--- config.mk ---
export PLATFORM = sky130hd
export DESIGN_NAME = src_addr_unit
export DESIGN_NICKNAME = d
export VERILOG_FILES = /design/src/rtl/src_addr_pkg.sv /design/src/rtl/sa_lane_check.sv /design/src/rtl/sa_step_calc.sv /design/src/rtl/src_addr_unit.sv
export SDC_FILE = /design/constraint.sdc
export NUM_CORES = 1
export LEC_CHECK = 0
export BUFFER_PORTS_ARGS = -buffer_cell sky130_fd_sc_hd__buf_2
export CAP_MARGIN = 15
export CORE_UTILIZATION = 48
export CTS_BUF_LIST = sky130_fd_sc_hd__clkbuf_16
export DETAILED_ROUTE_END_ITERATION = 12
export GPL_TIMING_DRIVEN = 0
export PLACE_DENSITY = 0.88
export SLEW_MARGIN = 40
export SYNTH_ARGS = -nofsm -noshare
export SYNTH_HDL_FRONTEND = slang
export SYNTH_SLANG_ARGS = --single-unit
--- constraint.sdc ---
create_clock -name clk -period 2.95 [get_ports clk]
set_input_delay 0.59 -clock clk [delete_from_list [all_inputs] [get_ports clk]]
set_output_delay 0.59 -clock clk [all_outputs]
set_load 0.01 [all_outputs]
--- src/rtl/src_addr_pkg.sv ---
// Package: shared types for the DMA source address counter.
// Assumes: the step mode and transfer size are single-bit selects.
package src_addr_pkg;

    typedef enum logic {
        ADDR_FIXED = 1'b0,
        ADDR_STEP  = 1'b1
    } addr_mode_e;

    typedef enum logic {
        XFER_BYTE = 1'b0,
        XFER_HALF = 1'b1
    } xfer_size_e;

endpackage

--- src/rtl/sa_lane_check.sv ---
// Module: sa_lane_check
// Classifies a register write as a legal full-width access or a
// faulty partial one. Assumes one strobe bit per byte lane.
module sa_lane_check #(
    parameter int BE_W = 2
) (
    input  logic            wr_en,
    input  logic [BE_W-1:0] wr_be,
    output logic            wr_full,
    output logic            wr_bad
);

    logic [BE_W:0] all_lanes;

    assign all_lanes[0] = 1'b1;

    // Chain the lane strobes: all must be set for a legal access.
    generate
        for (genvar g = 0; g < BE_W; g++) begin : g_lane
            assign all_lanes[g+1] = all_lanes[g] & wr_be[g];
        end
    endgenerate

    // Split the write request into legal and faulty accesses.
    always_comb begin
        wr_full = wr_en & all_lanes[BE_W];
        wr_bad  = wr_en & ~all_lanes[BE_W];
    end

endmodule

--- src/rtl/sa_step_calc.sv ---
// Module: sa_step_calc
// Computes the next running address for one transfer step.
// Assumes modulo 2^LOW_W wrap and no alignment correction.
module sa_step_calc
    import src_addr_pkg::*;
#(
    parameter int LOW_W       = 16,
    parameter int NARROW_STEP = 1,
    parameter int WIDE_STEP   = 2
) (
    input  logic [LOW_W-1:0] cur_addr,
    input  xfer_size_e       size_sel,
    output logic [LOW_W-1:0] next_addr
);

    localparam logic [LOW_W-1:0] NARROW_INC = LOW_W'(NARROW_STEP);
    localparam logic [LOW_W-1:0] WIDE_INC   = LOW_W'(WIDE_STEP);

    // Add the step selected by the transfer size; carry out is dropped.
    always_comb begin
        if (size_sel == XFER_HALF) next_addr = cur_addr + WIDE_INC;
        else                       next_addr = cur_addr + NARROW_INC;
    end

endmodule

--- src/rtl/src_addr_unit.sv ---
// Module: src_addr_unit
// Per-channel source address counter for a DMA channel limited to one
// 2^LOW_W byte window. Holds the low address half as a live register,
// emits it with a fixed upper half, steps it per transfer, freezes on
// transfer count underflow and flags non-halfword writes.
// Assumes: xfer_stb is a one-cycle pulse per transfer; the register
// content is undefined after reset until software writes it.
module src_addr_unit
    import src_addr_pkg::*;
#(
    parameter int              LOW_W    = 16,
    parameter logic [LOW_W-1:0] UPPER_HI = 16'h0080
) (
    input  logic               clk,
    input  logic               rst_n,
    input  logic               wr_en,
    input  logic [LOW_W-1:0]   wr_data,
    input  logic [LOW_W/8-1:0] wr_be,
    input  logic               xfer_stb,
    input  logic               mode_inc,
    input  logic               size_16,
    input  logic               cnt_underflow,
    output logic [LOW_W-1:0]   rd_data,
    output logic [2*LOW_W-1:0] src_addr,
    output logic               acc_err
);

    localparam int BE_W = LOW_W / 8;

    logic [LOW_W-1:0] cur_q;
    logic [LOW_W-1:0] step_val;
    logic             halted_q;
    logic             acc_err_q;
    logic             wr_full;
    logic             wr_bad;
    logic             do_step;
    addr_mode_e       mode_sel;
    xfer_size_e       size_sel;

    assign mode_sel = addr_mode_e'(mode_inc);
    assign size_sel = xfer_size_e'(size_16);

    sa_lane_check #(.BE_W(BE_W)) u_lane (
        .wr_en   (wr_en),
        .wr_be   (wr_be),
        .wr_full (wr_full),
        .wr_bad  (wr_bad)
    );

    sa_step_calc #(.LOW_W(LOW_W)) u_step (
        .cur_addr  (cur_q),
        .size_sel  (size_sel),
        .next_addr (step_val)
    );

    // Decide whether this cycle's strobe advances the address.
    always_comb begin
        do_step = xfer_stb & (mode_sel == ADDR_STEP) & ~halted_q;
    end

    // Live address register: a full write wins, otherwise step if allowed.
    always_ff @(posedge clk) begin
        if (wr_full)      cur_q <= wr_data;
        else if (do_step) cur_q <= step_val;
    end

    // Freeze state: set by underflow, cleared by a fresh full write.
    always_ff @(posedge clk) begin
        if (!rst_n)             halted_q <= 1'b0;
        else if (wr_full)       halted_q <= 1'b0;
        else if (cnt_underflow) halted_q <= 1'b1;
    end

    // Access error flag: one cycle after any partial-lane write.
    always_ff @(posedge clk) begin
        if (!rst_n) acc_err_q <= 1'b0;
        else        acc_err_q <= wr_bad;
    end

    // Drive outputs from the live register and the fixed upper half.
    always_comb begin
        rd_data  = cur_q;
        src_addr = {UPPER_HI, cur_q};
        acc_err  = acc_err_q;
    end

endmodule

==> impl_results.md <==
- Starting DRT DRC Count: 7
- Post-Syn Area: 1346 sq um
- GRT overflow: 0
- CORE AREA: 2567 sq um
- R2R Path End: rd_data[12]$_DFFE_PP_
- EDFF count, synth: 16
- Post-CTS setup buffers: 0
- Worst Max-Slew Pin Slew: a little under 700 ps
- Min Hold Slack: approximately 530 ps
- Hold endpoint: halted_q$_SDFFE_PP0P_
- Layout Utilization: 0.6993
- Avg WL per Cell: 11.06 um
- Post-synth cell types: 30
- Total Wirelength: 2764 um
- Hold_buf cts: 0
- Worst slew margin: 0.5508
- Layout area overhead: 33.36%
- DIE AREA: 3021 sq um
- Final setup TNS: 0 ps
- Final HPWL from detailed placement: about 2100 um
- Cell Pwr Density: 436.1 nW/um^2
- Reg-to-Reg Start: rd_data[1]$_DFFE_PP_
- RSZ-0062 raised after global routing: no
- Flops & latches, synth: 18
- Post-Syn Instances: 146
- Async S/R FF share, synth: 0
- Root Buffer: clkbuf_16
- Port bufs: 56
- CTS tree: yes
- ANT nets after route: 0
- Resized Gates After CTS: 0
- Reg2reg path depth: 5
- Post-synthesis sequential area ratio: 0.3866
- Critical path class: in2reg
- Die H: 54.96 um
- Vias/cell: approximately 4.7
- Share of layout cells above drive strength 1: 0.4500
- Slew Viols, Final: 0
- Avg Synthesized Cell Area: 9.221 sq um
- ANT cells: 0
- Static Leak: 0.0008338 uW
- Nets: around 250
- Cell row count: 18
- Top cell type's share of synthesized area: 0.3569
- Fmax achieved: 578.4 MHz
- Num ports: 74
- Max cap viols: 0
- H-Tree Depth: 1
- Post-synth top area cell: edfxtp_1
- Remaining DRCs: 0
- Count of final hold-check violations: 0
- Total Routing Usage GR: 0.1963
- CTS clk-pin slew, worst paths: 50 ps
- Clock skew: 2.611 ps
- Crit Path Max Fanout: 10
- HP Start: halted_q$_SDFFE_PP0P_
- DP Worst Slack: 999.6 ps
- Via count: around 1200
- Worst vdd ir: 0.0002829 V
- Final min period: approximately 1700 ps
- Crit end category: flip-flop
- Clk buf depth: 2
- Die extent in x: about 55 um
- Placed cell area: 1717 sq um
- YS warnings: 0
- Hold crit path type: reg2reg
- Final Cell Area: approximately 1800 sq um
- Flop2flop setup slack: ~1200 ps
- Critical Path Source Type: input pin
- Outcome: complete, no violations
- Ranking of synthesized cells by area: edfxtp_1 (36%), buf_4 (18%), nand2_1 (5.9%)
- Largest net degree at the start of global routing: 16
- CP arrival: 1710 ps
- Worst setup margin: 1221 ps
- Skew-Pair Late Insertion Delay: about 250 ps
- Initial antenna violation count: 0
- Setup violations, final: 0
- Vias in the first global route: between 900 and 1000
- Fill cells: 219
- Sink Count: 18
- Num CTS Buffers: 3
- Period utilization: 0.5861
- Final GP Congestion: 0.8139
- Most used DFF post-synth: edfxtp_1
- Hold path cells: 2
- Critical Path RT: 2930 ps
- TritonRoute pass-1 iters: 4
- Starting Density: 0.5244
- First-pass GRT wire length: 4146 um
## worst max-delay path: stages
cell,delay [ps]
buf_2,100
and3_1,150
clkbuf_1,320
clkbuf_1,380
o21ai_0,170
## state kept, by name, indices dropped and copies added (netlist names)
signal / count
acc_err: 1
halted_q: 1
rd_data: 16
## metrics by stage
| stage | total power [uW] | std cells |
|---|---|---|
| 4_1_cts | 787.3 | 250 |
| 3_5_place_dp | 516.3 | 246 |
| 5_1_grt | 824.2 | 250 |
| 3_3_place_gp | 511.1 | 246 |
| 6_report | 783.1 | 250 |
| 2_1_floorplan | 455.0 | 160 |
## final cells by class
class | count | area [sq um] | share of cell area
sequential | 18 | 520.5 | 0.2899
multi-input combinational | 103 | 604.3 | 0.3366
clock inverter | 1 | 3.754 | 0.002091
tap | 30 | 37.54 | 0.02091
inverter | 3 | 11.26 | 0.006272
buffer | 36 | 262.8 | 0.1463
clock buffer | 3 | 75.07 | 0.04181
timing repair buffer | 56 | 280.3 | 0.1561
## Yosys cell counts, types with 3 or more instances
| master | count |
|---|---|
| buf_4 | 32 |
| nand2_1 | 21 |
| edfxtp_1 | 16 |
| o21ai_0 | 13 |
| nor2_1 | 8 |
| xnor2_1 | 8 |
| nor3_1 | 5 |
| nand3_1 | 4 |
| a21oi_1 | 3 |
| clkbuf_1 | 3 |
| inv_1 | 3 |
| nand4_1 | 3 |
| xor2_1 | 3 |
## layout by cell type (no fill, tap or decap)
cell type	instances
buf_2	56
buf_4	32
nand2_1	21
conb_1	16
edfxtp_1	16
o21ai_0	13
nor2_1	8
xnor2_1	8
nor3_1	5
nand3_1	4
a21oi_1	3
inv_1	3
nand4_1	3
clkbuf_1	3
xor2_1	3
clkbuf_16	3
nand3b_1	2
a31oi_1	2
nor4_2	2
a31o_2	2
ha_1	2
dfxtp_1	2
nand4_4	1
buf_6	1
mux2i_4	1
a21bo_2	1
o211ai_1	1
and3_1	1
o21ai_1	1
o211a_1	1
mux2i_1	1
o31ai_1	1
clkinv_1	1
## how the worst max path moves through the flow
stage,slack (ps),start,cells after the start,to
detailed placement,1000,wr_en,5,rd_data[9]$_DFFE_PP_
global route,1120,wr_en,5,rd_data[11]$_DFFE_PP_
CTS,1250,rd_data[1]$_DFFE_PP_,5,rd_data[12]$_DFFE_PP_
floorplan,1290,size_16,5,rd_data[12]$_DFFE_PP_
finish,1220,wr_en,5,rd_data[9]$_DFFE_PP_
global placement,1030,wr_en,5,rd_data[11]$_DFFE_PP_
## where the power goes
group          switching (uW)  internal [uW]
Clock                    90.9            180
Combinational            86.9           93.5
Sequential               26.8            305
## layer usage
layer	track usage	vias to the layer above	wire length (um)
met5	0	-	0
met4	0.1125	0	61
met3	0.03552	5	173
met2	0.3233	45	1336
met1	0.2397	516	1192
li1	-	607	-
## kinds of logic (layout without fill, tap and decap cells)
family | Yosys count | count (layout) | synth area share
multiplexers | 2 | 2 | 0.02416
other | 2 | 16 | 0.005578
XOR/XNOR | 11 | 11 | 0.07157
buffers and inverters | 39 | 99 | 0.2035
AND/OR/NAND/NOR | 47 | 47 | 0.1784
AO/OA/AOI/OAI | 25 | 25 | 0.1115
adder cells (fa/ha/maj) | 2 | 2 | 0.01858
flip-flops | 18 | 18 | 0.3866
(Power assumes the default switching activity.)
